$ cat src/rtl/mw_wp_ctrl.sv
module mw_wp_ctrl #(
  parameter int ADDR_W   = 6,
  parameter int WIDTH    = 8,
  parameter int BUSY_CYC = 200,
  parameter int CS_MIN   = 25
) (
  input  logic clk,
  input  logic rst_n,
  input  logic csel,
  input  logic sclk,
  input  logic sdi,
  output logic sdo
);
  localparam int DEPTH = 1 << ADDR_W;
  localparam int HDR   = 2 + ADDR_W;
  localparam int FULL  = HDR + WIDTH;
  localparam int BCW   = $clog2(FULL + 1);
  localparam int GW    = $clog2(CS_MIN + 1);
  localparam int TW    = $clog2(BUSY_CYC + 1);

  typedef enum logic [1:0] {P_NONE, P_CLR, P_WR} pend_t;

  logic [2:0] cs_q, sk_q;
  logic [1:0] di_q;
  logic sel_ok, started, fdone, is_wral, wen, rd_act, busy;
  logic [BCW-1:0] bcnt;
  logic [FULL-1:0] sr;
  logic [WIDTH-1:0] wdata, rd_sr;
  logic [GW-1:0] gcnt;
  logic [TW-1:0] tcnt;
  pend_t pend, wop;
  logic [DEPTH-1:0][WIDTH-1:0] mem;

  always_ff @(posedge clk or negedge rst_n)
    if (!rst_n) begin
      cs_q <= '0; sk_q <= '0; di_q <= '0;
    end else begin
      cs_q <= {cs_q[1:0], csel};
      sk_q <= {sk_q[1:0], sclk};
      di_q <= {di_q[0], sdi};
    end

  wire cs_s    = cs_q[1];
  wire cs_rise = cs_q[1] & ~cs_q[2];
  wire cs_fall = ~cs_q[1] & cs_q[2];
  wire sk_rise = sk_q[1] & ~sk_q[2];
  wire bit_in  = di_q[1];

  wire [HDR-1:0]    hdr_next  = {sr[HDR-2:0], bit_in};
  wire [WIDTH-1:0]  data_next = {sr[WIDTH-2:0], bit_in};
  wire [1:0]        op        = hdr_next[HDR-1:HDR-2];
  wire [1:0]        sub       = hdr_next[ADDR_W-1:ADDR_W-2];
  wire [ADDR_W-1:0] addr      = hdr_next[ADDR_W-1:0];
  wire              done_cyc  = busy && (tcnt == '0);

  always_ff @(posedge clk or negedge rst_n)
    if (!rst_n) begin
      sel_ok <= 1'b0; started <= 1'b0; fdone <= 1'b0; is_wral <= 1'b0;
      wen <= 1'b0; rd_act <= 1'b0; busy <= 1'b0;
      bcnt <= '0; sr <= '0; wdata <= '0; rd_sr <= '0;
      gcnt <= '0; tcnt <= '0; pend <= P_NONE; wop <= P_NONE;
    end else begin
      if (gcnt != '0) gcnt <= gcnt - 1'b1;
      if (cs_rise) begin
        sel_ok  <= (gcnt == '0) && !busy;
        started <= 1'b0;
        fdone   <= 1'b0;
        is_wral <= 1'b0;
        bcnt    <= '0;
        rd_act  <= 1'b0;
      end else if (cs_fall) begin
        sel_ok <= 1'b0;
        rd_act <= 1'b0;
        gcnt   <= GW'(CS_MIN);
        pend   <= P_NONE;
        if (pend != P_NONE) begin
          busy <= 1'b1;
          tcnt <= TW'(BUSY_CYC - 1);
          wop  <= pend;
        end
      end else if (cs_s && sel_ok && sk_rise) begin
        if (rd_act) rd_sr <= {rd_sr[WIDTH-2:0], 1'b1};
        if (!started) started <= bit_in;
        else if (!fdone) begin
          sr   <= {sr[FULL-2:0], bit_in};
          bcnt <= bcnt + 1'b1;
          if (!is_wral && bcnt == BCW'(HDR - 1)) begin
            fdone <= 1'b1;
            if (op == 2'b10) begin
              rd_act <= 1'b1;
              rd_sr  <= mem[addr];
            end else if (op == 2'b00) begin
              case (sub)
                2'b11: wen <= 1'b1;
                2'b00: wen <= 1'b0;
                2'b10: if (wen) pend <= P_CLR;
                default: begin is_wral <= 1'b1; fdone <= 1'b0; end
              endcase
            end
          end else if (is_wral && bcnt == BCW'(FULL - 1)) begin
            fdone <= 1'b1;
            if (wen) begin
              pend  <= P_WR;
              wdata <= data_next;
            end
          end
        end
      end
      if (busy) begin
        if (tcnt == '0) busy <= 1'b0;
        else tcnt <= tcnt - 1'b1;
      end
    end

  always_ff @(posedge clk or negedge rst_n)
    if (!rst_n) mem <= '0;
    else if (done_cyc)
      for (int i = 0; i < DEPTH; i++)
        mem[i] <= (wop == P_CLR) ? {WIDTH{1'b1}} : wdata;

  assign sdo = !cs_s ? 1'b1 : busy ? 1'b0 : rd_act ? rd_sr[WIDTH-1] : 1'b1;

  AST_MEM_ONLY_IN_CYCLE: assert property (@(posedge clk) disable iff (!rst_n)
    !busy |=> $stable(mem));
  AST_CYCLE_NEEDS_WEN: assert property (@(posedge clk) disable iff (!rst_n)
    $rose(busy) |-> wen);
  AST_START_AFTER_DESELECT: assert property (@(posedge clk) disable iff (!rst_n)
    $rose(busy) |-> $past(!cs_s));
  AST_NO_FRAME_WHILE_BUSY: assert property (@(posedge clk) disable iff (!rst_n)
    sel_ok |-> !busy);
  AST_WEN_HELD_DESELECTED: assert property (@(posedge clk) disable iff (!rst_n)
    !cs_s |=> $stable(wen));
endmodule

$ cat config.mk
export PLATFORM = sky130hd
export DESIGN_NAME = mw_wp_ctrl
export DESIGN_NICKNAME = d
export VERILOG_FILES = /design/src/rtl/mw_wp_ctrl.sv
export SDC_FILE = /design/constraint.sdc
export NUM_CORES = 1
export LEC_CHECK = 0
export CORE_MARGIN = 2
export CORE_UTILIZATION = 45
export CTS_CLUSTER_DIAMETER = 40
export DETAILED_ROUTE_END_ITERATION = 10
export DONT_BUFFER_PORTS = 1
export HOLD_SLACK_MARGIN = 0.12
export SLEW_MARGIN = 20
export SYNTH_ARGS = -nofsm -noshare
export SYNTH_HDL_FRONTEND = slang
export SYNTH_SLANG_ARGS = --single-unit
$ cat constraint.sdc
create_clock -name clk -period 2.5 [get_ports clk]
set_input_delay 0.25 -clock clk [delete_from_list [all_inputs] [get_ports clk]]
set_output_delay 0.25 -clock clk [all_outputs]
set_load 0.01 [all_outputs]
== After elaboration in Yosys (flattened, before gate mapping) ==
Index checks and enable logic that the tools add are counted.
W data, S select, Z words.

* Flip-flop bits (word level): 68
* Input port bits: 5
* Output and inout port bits: 1
* Logic and storage cells: 163

* Add/subtract/negate cells: 3
* Magnitude comparators: 1
* Equality and inequality tests: 16
* Muxes and demuxes: 73
* Bitwise logic cells: 11
* Reductions and logical operators: 40

{| class="wikitable"
|+ Operators with widths
! cell !! count
|-
| $mux W8 || 12
|-
| $bmux W8 S6 || 1
|-
| $mux W1 || 40
|-
| $mux W5 || 8
|-
| $mux W2 || 11
|-
| $reduce_bool A2 Y1 || 9
|-
| $reduce_bool A3 Y1 || 6
|-
| $reduce_and A8 Y1 || 2
|-
| $reduce_and A10 Y1 || 1
|-
| $reduce_and A5 Y1 || 2
|-
| $reduce_and A3 Y1 || 3
|-
| $reduce_and A9 Y1 || 1
|-
| $logic_not A8 Y1 || 1
|-
| $not A1 Y1 || 8
|-
| $sub A8 B1 Y8 const B || 1
|-
| $lt A6 B7 Y1 const B || 1
|-
| $eq A2 B2 Y1 const B || 3
|-
| $logic_and A1 B1 Y1 || 6
|-
| $ne A2 B1 Y1 const B || 3
|-
| $ne A3 B2 Y1 const B || 2
|-
| $add A5 B1 Y5 const B || 1
|-
| $eq A5 B3 Y1 const B || 1
|-
| $eq A5 B4 Y1 const B || 1
|-
| $logic_not A5 Y1 || 1
|-
| other kinds (14) || 19
|}

== Logic depth before layout (Yosys ltp) ==
Gate-level depths: netlist of run 1.

* Word-level depth: 11
* Gate-level depth with buffers: 7
* Mapped depth without buffers: 6

== Worst setup path after synthesis of run 1 ==
OpenSTA, ideal clock, no wires.

* Path type: reg-to-reg
* From: reg bcnt[0]
* To: reg wdata[0]
* Setup time: 0.125 ns
* Arrival: 1.723 ns
* Data required time: 2.375 ns
* Setup slack: 0.653 ns
* Stages on the path, launching flop included: 8
* Buffers on the path: 1
* Clock period less this slack: 1.847 ns
* Path through: dfrtp_1 -> ha_1 -> and3_2 -> ha_1 -> and2_1 -> and3_1 -> buf_2 -> mux2_2

* Longest elaborated chain between the ends: 4
* Elaborated cells on any way between the ends: 6
* Classes of those cells: eq/ne: 2; bitwise: 1; reduce/logical: 3

{| class="wikitable"
|+ RTL lines
! item !! RTL line !! text
|-
| start: declaration || 26 || <nowiki>logic [BCW-1:0] bcnt;</nowiki>
|-
| start signal: assignment || 86 || <nowiki>bcnt <= bcnt + 1'b1;</nowiki>
|-
| $eq A5 B3 Y1 || 87 || <nowiki>if (!is_wral && bcnt == BCW'(HDR - 1)) begin</nowiki>
|-
| $logic_and A1 B1 Y1 || 87 ||
|-
| $not A1 Y1 (no source line) || -- ||
|-
| $reduce_and A8 Y1 (no source line) (*) || -- ||
|-
| end signal: assignment || 104 || <nowiki>wdata <= data_next;</nowiki>
|-
| end: declaration || 28 || <nowiki>logic [WIDTH-1:0] wdata, rd_sr;</nowiki>
|}

Mark *: on every way between the ends. The rest lies on a longest branch, timed or not.
A chain may end at the register's enable or synchronous reset.

== Worst setup path in the final report of run 1 ==
* From: reg bcnt[0]
* To: reg wdata[3]

Same word-level chain as after synthesis.

==> metrics, run 1 <==
Clk Latency, worst-skew pair=roughly 0.34 ns; Slew @ Worst Pin=approximately 0.65 ns; most frequent cells after synthesis=68 x dfrtp_1, 33 x nor2_1, 22 x nand2_1; largest net degree at the start of global routing=69; critical path launch point type=flop; post-place instance area=3220 sq um; setup ws final=around 0.46 ns; total wire length=~5700 um; Tcrit/Tclk final=81.8%; vias per cell=5.42; Synth cell types=54; Largest stage delay, worst path=0.41 ns; Synth Area in Compound Gates=approximately 12%; DR pass1 iterations=4; IO buf count=0; antenna-violating nets left=0; cell taking the most area after synthesis=dfrtp_1; Synth Flop Type=dfrtp_1; Routability Congestion=0.765; CTS Buffer Depth=2; Synth Area in XOR/XNOR=roughly 1.1%; top cell type's share of synthesized area=53.8%; vias in the first global route=2,039; Fmax=489 MHz; total chip power=between 2000 and 2500 uW; DR WL/cell=14.3 um; clk slew on worst S/H paths=around 0.080 ns; Buffers & Inverters on Critical Path=0; via count=2,151; max-slew violations=0; chip width=87.9 um; Hold Fails Final Rpt=0; DP Wirelength=3860 um; first-pass GRT wire length=9780 um; Die ar.=7720 sq um; mux contribution to synthesized area=6.88%; maximum vdd drop=approximately 0.31 mV; die height=87.9 um; cells after synthesis=291; fin area=roughly 3500 sq um; Starting Density=46.6%; total power per unit cell area=622 nW/um^2; critical path's most frequent cell=ha_1; Initial DRC Count=104; TritonCTS clock tree=built; CP arrival=2.27 ns; Overflow after GRT=0; total negative slack=0 ns; clk sinks=68; crit path max-delay cell type=dfrtp_1; count leader, synth=dfrtp_1; dpl ws=~0.47 ns; nets=311; core area=approximately 6800 sq um; synthesized cell area=~3200 sq um; drt drc=0; Rows=30; endpoints failing setup=0; Post-Syn Area per Cell=10.9 sq um; Area Overhead vs Synth=9.53%; CP Capture Type=flop; worst slew margin relative to its limit=a little under three fifths; CTS buffer count=9; IO Count=6; ANT cells=0; Warnings, synthesis=0; CTS Root Buffer Type=clkbuf_8; Seq/Total Area, Yosys=53.8%; H-Tree Level Count=3; GRT Total Usage=16.5%; worst hold margin=0.354 ns; EDFF count, synth=0; Synth area leaders=dfrtp_1 54%, mux2_2 5.0%, ha_1 4.0%; Mapped Nets=between 300 and 400; initial antenna violation count=0; Setup Skew=0.0107 ns; Simple-Gate Fraction of Synth Area=17.9%; critical path's top delay family=simple AND/OR/NAND/NOR gates; share of layout cells above drive strength 1=15.0%; ys async rst share=100%; Seq cells post-synth=68; Post-Synth Adder-Cell Area=approximately 4%; Pleak=around 0.0016 uW; status=completed; RSZ-0062 raised after global routing=no; crit path cell chain=ha_1, and3_2, ha_1, and2_1, and3_1, mux2_2; required time worst endpoint=2.72 ns; CP max FO=8; max-cap viol count=0; type of the worst min-delay path=flop to flop; critical setup path kind=flop to flop; Tmin final=2.04 ns; combinational family with the most area after synthesis=simple AND/OR/NAND/NOR gates; R2R setup slack=about 0.46 ns
kinds of logic after synthesis:
logic type	count (synthesis)
and+or+nand+nor	107
adders and majority gates	10
AOI/OAI and AO/OA	56
buffers and inverters	26
muxes	20
xor gates and xnor gates	4
DFF	68
power by group:
part           switching (uW)  internal, uW  total (uW)
combinational            89.1          81.8         171
clock                     426           382         809
sequential               30.3          1150        1180
path summary, 6_finish.rpt:
path | startpoint | to | depth (start not counted)
max | bcnt[0]$_DFFE_PN0P_ | wdata[3]$_DFFE_PN0P_ | 6
min | di_q[0]$_DFF_PN0_ | di_q[1]$_DFF_PN0_ | 0
max reg2reg | bcnt[0]$_DFFE_PN0P_ | wdata[3]$_DFFE_PN0P_ | 6
min reg2reg | di_q[0]$_DFF_PN0_ | di_q[1]$_DFF_PN0_ | 0
max in group asynchronous | rst_n | wdata[3]$_DFFE_PN0P_ | 2
min in group asynchronous | rst_n | gcnt[2]$_DFF_PN0_ | 2
worst register-to-register path, cell delays in order (launching register included):
cell     delay (ns)
dfrtp_1        0.41
ha_1           0.27
and3_2         0.20
ha_1           0.15
and2_1         0.14
and3_1         0.37
mux2_2         0.39
layout by cell type (no fill, tap or decap), types with 3 or more instances in the layout:
cell | Yosys | routed
a21oi_1 | 15 | 15
a2bb2oi_1 | 7 | 7
clkbuf_8 | 0 | 10
clkinvlp_4 | 0 | 4
dfrtp_1 | 68 | 68
dlygate4sd3_1 | 0 | 4
ha_1 | 10 | 10
inv_1 | 13 | 13
mux2_2 | 14 | 14
mux2i_1 | 6 | 6
nand2_1 | 22 | 22
nand2b_1 | 3 | 3
nand3_1 | 8 | 8
nor2_1 | 33 | 33
nor2b_1 | 5 | 5
nor3_1 | 9 | 9
nor4_1 | 4 | 4
o211a_1 | 3 | 3
o21ai_0 | 9 | 9
o22ai_1 | 8 | 8
or3_1 | 5 | 5
xnor2_1 | 3 | 3
registers in the layout, indices dropped and copies added, names as in the netlist:
name	count
di_q	2
wop	2
wen	1
mem	8
sel_ok	1
fdone	1
rd_sr	8
cs_q	3
bcnt	5
sk_q	3
busy	1
rd_act	1
is_wral	1
started	1
sr	7
wdata	8
pend	2
tcnt	8
gcnt	5
cell type report:
cell class                      instances  area, sq um
Fill cell                             599         3330
Sequential cell                        68         1700
Multi-Input combinational cell        197         1340
Clock buffer                           10          138
Tap cell                               96          120
Timing Repair Buffer                    7         82.6
Inverter                               13         48.8
Clock inverter                          6         40.0
repair_timing:
item,4_1_cts,5_1_grt
resized for setup,0,0
setup buffers,0,0
endpoints found under the hold margin,71,0
hold buffers,5,0
through the flow:
step / utilization (%) / cells
finish: 51.0 / 397
global route: 51.0 / 397
CTS: 51.0 / 397
detailed placement: 47.4 / 376
global placement: 47.4 / 376
floorplan: - / 291
per-layer routing:
metal  vias to the layer above  global-route usage, %  wire [um]
met5                         -                      0          0
met3                        11                   5.09        171
met2                        30                   23.8       2560
met4                         0                   6.15         83
met1                      1072                   23.5       2880
li1                       1038                      -          -
Power figures use the tool's default switching activity.
==> run 2, diff against run 1 <==
- clock period: 2.5 -> 1.81 ns (I/O delays scaled with it)
==> metrics, run 2 (synthesis results as in run 1) <==
critical setup path kind=flop to flop (unchanged); vias per cell=5.15 (was 5.42); Clk Latency, worst-skew pair=0.34 ns (about the same); type of the worst min-delay path=flop to flop (unchanged); status=finished with violations (was completed); CTS buffer count=9 (unchanged); critical path launch point type=flop (unchanged); total power per unit cell area=873 nW/um^2 (was 622 nW/um^2); Tcrit/Tclk final=101% (was 81.8%); CP Capture Type=flop (unchanged); antenna-violating nets left=0 (unchanged); worst hold margin=0.353 ns (was 0.354 ns); worst slew margin relative to its limit=65.3% (was 56.5%); drt drc=0 (unchanged); Rows=30 (unchanged); IO buf count=0 (unchanged); DR pass1 iterations=4 (unchanged); CP arrival=2.06 ns (was 2.27 ns); Fmax=544 MHz (was 489 MHz); Util after Layout=57.1% (was 51.0%); Slew @ Worst Pin=0.518 ns (was 0.651 ns); total negative slack=-0.0270 ns (was 0 ns); required time worst endpoint=2.03 ns (was 2.72 ns); share of layout cells above drive strength 1=26.8% (was 15.0%); largest net degree at the start of global routing=69 (unchanged); clk slew on worst S/H paths=0.07 ns (was 0.08 ns); maximum vdd drop=0.926 mV (was 0.315 mV); core area=6790 sq um (unchanged); Area Overhead vs Synth=22.6% (was 9.53%); Tmin final=1.84 ns (was 2.04 ns); CTS Buffer Depth=2 (unchanged); Overflow after GRT=0 (unchanged); ANT cells=0 (unchanged); RSZ-0062 raised after global routing=yes (was no); first-pass GRT wire length=10,700 um (was 9780 um); fillcell total=589 (was 599); max-slew violations=0 (unchanged); commonest non-fill, non-tap cells in the layout=68 x dfrtp_1, 33 x nor2_1, 31 x buf_4, 22 x nand2_1, 15 x a21oi_1 (was 68 x dfrtp_1, 33 x nor2_1, 22 x nand2_1, 15 x a21oi_1, 14 x mux2_2); die height=87.9 um (unchanged); total wire length=6290 um (was 5690 um); via count=2,203 (was 2,151); DR WL/cell=14.7 um (was 14.3 um); Initial DRC Count=138 (was 104); H-Tree Level Count=3 (unchanged); max-cap viol count=0 (unchanged); initial antenna violation count=0 (unchanged); vias in the first global route=2,242 (was 2,039); failing checks=setup timing; Die ar.=7720 sq um (unchanged); TritonCTS clock tree=built (unchanged); DP Wirelength=4120 um (was 3860 um); Placed Cells=403 (was 376); IO Count=6 (unchanged); setup ws final=-0.0270 ns (was 0.456 ns); Pleak=0.00182 uW (was 0.00159 uW); Routability Congestion=0.832 (was 0.765); Hold Fails Final Rpt=0 (unchanged); dpl ws=-0.0984 ns (was 0.467 ns); leading cell type in the layout, fill and taps excluded=dfrtp_1 (unchanged); clk sinks=68 (unchanged); R2R setup slack=-0.03 ns (was 0.46 ns); CP max FO=8 (unchanged); GRT Total Usage=17.9% (was 16.5%); Setup Skew=0.0120 ns (was 0.0107 ns); Finished Layout Cells=428 (was 397); nets=342 (was 311); chip width=87.9 um (unchanged); CTS Root Buffer Type=clkbuf_8 (unchanged); Starting Density=46.6% (unchanged); endpoints failing setup=1 (was 0)
## run 2: final timing paths
| path | start | end | depth (start not counted) |
|---|---|---|---|
| worst min register to register | sk_q[0]$_DFF_PN0_ | sk_q[1]$_DFF_PN0_ | 0 |
| worst max-delay path | bcnt[1]$_DFFE_PN0P_ | rd_sr[0]$_DFFE_PN0P_ | 5 |
| max in group asynchronous | rst_n | wdata[1]$_DFFE_PN0P_ | 2 |
| min in group asynchronous | rst_n | wop[1]$_DFFE_PN0P_ | 2 |
| worst max register to register | bcnt[1]$_DFFE_PN0P_ | rd_sr[0]$_DFFE_PN0P_ | 5 |
| worst min-delay path | sk_q[0]$_DFF_PN0_ | sk_q[1]$_DFF_PN0_ | 0 |
## run 2: per-stage QoR
stage | cell area [sq um] | total power (uW)
5_1_grt | 3880 | 3550
4_1_cts | 3740 | 3430
3_5_place_dp | 3430 | 1870
2_1_floorplan | 3170 | 1810
3_3_place_gp | 3430 | 1860
6_report | 3880 | 3390
## run 2: critical path: stages, from the launching register on
cell and delay, ns:
dfrtp_1 0.40, ha_4 0.17, nand4bb_4 0.11, or4_4 0.57, buf_12 0.16, o32a_4 0.30
## run 2: final cells by class
cell class              instances  area [sq um]  area share, %
inverters                      13          48.8           1.26
flip-flops and latches         68          1700           43.8
clock buffers                  10           128           3.29
well taps                      96           120           3.09
multi-input cells             197          1430           36.9
clock inverters                 6           113           2.90
repair buffers                 38           340           8.77
## run 2: power by group
part	leakage [uW]	internal, uW	switching [uW]
registers	0.000919	1580	37.5
clock network	0.000120	918	589
logic	0.000781	127	131
total	0.00182	2630	758
## run 2: routing by layer
metal	global-route usage (%)	vias to the layer above	wire, um
met4	5.73	0	65
met3	5.18	7	136
met1	25.7	1077	3210
met2	26.4	17	2880
met5	0	-	0
li1	-	1102	-
## run 2: repair_timing
| item | in CTS | in global routing |
|---|---|---|
| setup buffers | 0 | 4 |
| endpoints found under the hold margin | 71 | 0 |
| hold buffers | 5 | 0 |
| pin swaps | 2 | 4 |
| gates resized for setup | 1 | 15 |
| endpoints found under the setup margin | 9 | 21 |
==> run 3, diff against run 2 <==
- CORE_ASPECT_RATIO: unset -> 1.5
- CORE_UTILIZATION: 45 -> 25
==> metrics, run 3 (synthesis results as in run 1) <==
Pleak=0.00180 uW (was 0.00182 uW); CP arrival=1.97 ns (was 2.06 ns); Starting Density=25.4% (was 46.6%); nets=339 (was 342); type of the worst min-delay path=flop to flop (unchanged); worst r2r dst=wdata[3]$_DFFE_PN0P_ (was rd_sr[0]$_DFFE_PN0P_); maximum vdd drop=0.431 mV (was 0.926 mV); total power per unit cell area=929 nW/um^2 (was 873 nW/um^2); Worst setup endpoint=wdata[3]$_DFFE_PN0P_ (was rd_sr[0]$_DFFE_PN0P_); R2R depth=6 (was 5); launch point of the worst path=bcnt[1]$_DFFE_PN0P_ (unchanged); chip width=95.9 um (was 87.9 um); vias in the first global route=2,328 (was 2,242); DR WL/cell=13.0 um (was 14.7 um); max-slew violations=0 (unchanged); status=completed (was finished with violations); GRT Total Usage=10.3% (was 17.9%); leading cell type in the layout, fill and taps excluded=dfrtp_1 (unchanged); largest net degree at the start of global routing=69 (unchanged); hold depth=0 (unchanged); commonest non-fill, non-tap cells in the layout=67 x dfrtp_1, 31 x nor2_1, 30 x buf_4, 21 x nand2_1, 15 x a21oi_1 (was 68 x dfrtp_1, 33 x nor2_1, 31 x buf_4, 22 x nand2_1, 15 x a21oi_1); IO buf count=0 (unchanged); clk sinks=68 (unchanged); post-place instance area=3500 sq um (was 3430 sq um); CTS buffer count=9 (unchanged); Util after Layout=31.5% (was 57.1%); Tmin final=1.76 ns (was 1.84 ns); critical setup path kind=flop to flop (unchanged); worst hold margin=0.348 ns (was 0.353 ns); die height=142 um (was 87.9 um); vias per cell=4.70 (was 5.15); total wire length=6300 um (was 6290 um); CP max FO=8 (unchanged); ANT cells=0 (unchanged); Slew @ Worst Pin=0.591 ns (was 0.518 ns); R2R setup slack=0.05 ns (was -0.03 ns); RSZ-0062 raised after global routing=yes (unchanged); IO Count=6 (unchanged); Routability Congestion=0.757 (was 0.832); core area=12,400 sq um (was 6790 sq um); antenna-violating nets left=0 (unchanged); DR pass1 iterations=4 (unchanged); Overflow after GRT=0 (unchanged); Fmax=567 MHz (was 544 MHz); required time worst endpoint=2.02 ns (was 2.03 ns); CTS Root Buffer Type=clkbuf_16 (was clkbuf_8); CP Capture Type=flop (unchanged); Hold Fails Final Rpt=0 (unchanged); share of layout cells above drive strength 1=24.4% (was 26.8%); TritonCTS clock tree=built (unchanged); drt drc=0 (unchanged); CTS Buffer Depth=2 (unchanged); worst slew margin relative to its limit=60.5% (was 65.3%); Rows=50 (was 30); Tcrit/Tclk final=97.4% (was 101%); endpoints failing setup=0 (was 1); H-Tree Level Count=3 (unchanged); first-pass GRT wire length=10,900 um (was 10,700 um); setup ws final=0.0464 ns (was -0.0270 ns); Clk Latency, worst-skew pair=0.33 ns (was 0.34 ns); total chip power=3650 uW (was 3390 uW); Initial DRC Count=165 (was 138); DP Wirelength=4390 um (was 4120 um); max-cap viol count=0 (unchanged); critical path launch point type=flop (unchanged); via count=2,274 (was 2,203); launching point of the worst reg2reg path=bcnt[1]$_DFFE_PN0P_ (unchanged); fin area=3930 sq um (was 3880 sq um); Area Overhead vs Synth=24.1% (was 22.6%); clk slew on worst S/H paths=0.05 ns (was 0.07 ns); initial antenna violation count=0 (unchanged); dpl ws=-0.101 ns (was -0.0984 ns); Die ar.=13,600 sq um (was 7720 sq um); Setup Skew=0.00527 ns (was 0.0120 ns)
run 3: worst max-delay path, cell delays in order (launching register included):
cell and delay (ns):
dfrtp_1 0.39, ha_4 0.18, and3_4 0.17, ha_2 0.17
and2_4 0.14, and3_4 0.25, mux2_2 0.35
run 3: worst min path at each step:
stage | start | end | slack [ns]
floorplan | rst_n | bcnt[0]$_DFFE_PN0P_ | -0.11
global placement | rst_n | sk_q[0]$_DFF_PN0_ | -0.11
detailed placement | rst_n | sk_q[0]$_DFF_PN0_ | -0.11
CTS | cs_q[0]$_DFF_PN0_ | cs_q[1]$_DFF_PN0_ | 0.35
global route | cs_q[0]$_DFF_PN0_ | cs_q[1]$_DFF_PN0_ | 0.36
finish | cs_q[0]$_DFF_PN0_ | cs_q[1]$_DFF_PN0_ | 0.35
run 3: cell type report:
type	instances	area, sq um
clock buffer	14	274
clock inverter	1	30.0
fill	1253	8520
inverter	13	48.8
multi-input combinational	197	1380
sequential	68	1700
tap	156	195
timing repair buffer	35	293
run 3: stage by stage:
stage | cells | TNS [ns]
floorplan | 291 | 0
CTS | 483 | 0
global route | 484 | -0.146
global placement | 463 | -0.598
finish | 484 | 0
detailed placement | 463 | -0.802
run 3: routing by layer:
metal | wire length, um | GRT usage [%]
met5 | 0 | 0
met4 | 113 | 4.29
met3 | 129 | 2.87
met2 | 3490 | 17.7
met1 | 2570 | 11.7
run 3: power by group:
group / switching (uW) / internal, uW / leakage, uW
logic: 132 / 129 / 0.000733
registers: 38.7 / 1590 / 0.000918
clock network: 591 / 1170 / 0.000149
total: 761 / 2890 / 0.00180
run 3: repair_timing:
action	in CTS	in global routing
resized for setup	2	10
pin swaps	2	2
endpoints found under the hold margin	71	0
hold buffers	5	0
endpoints found under the setup margin	16	26
setup buffers	0	1
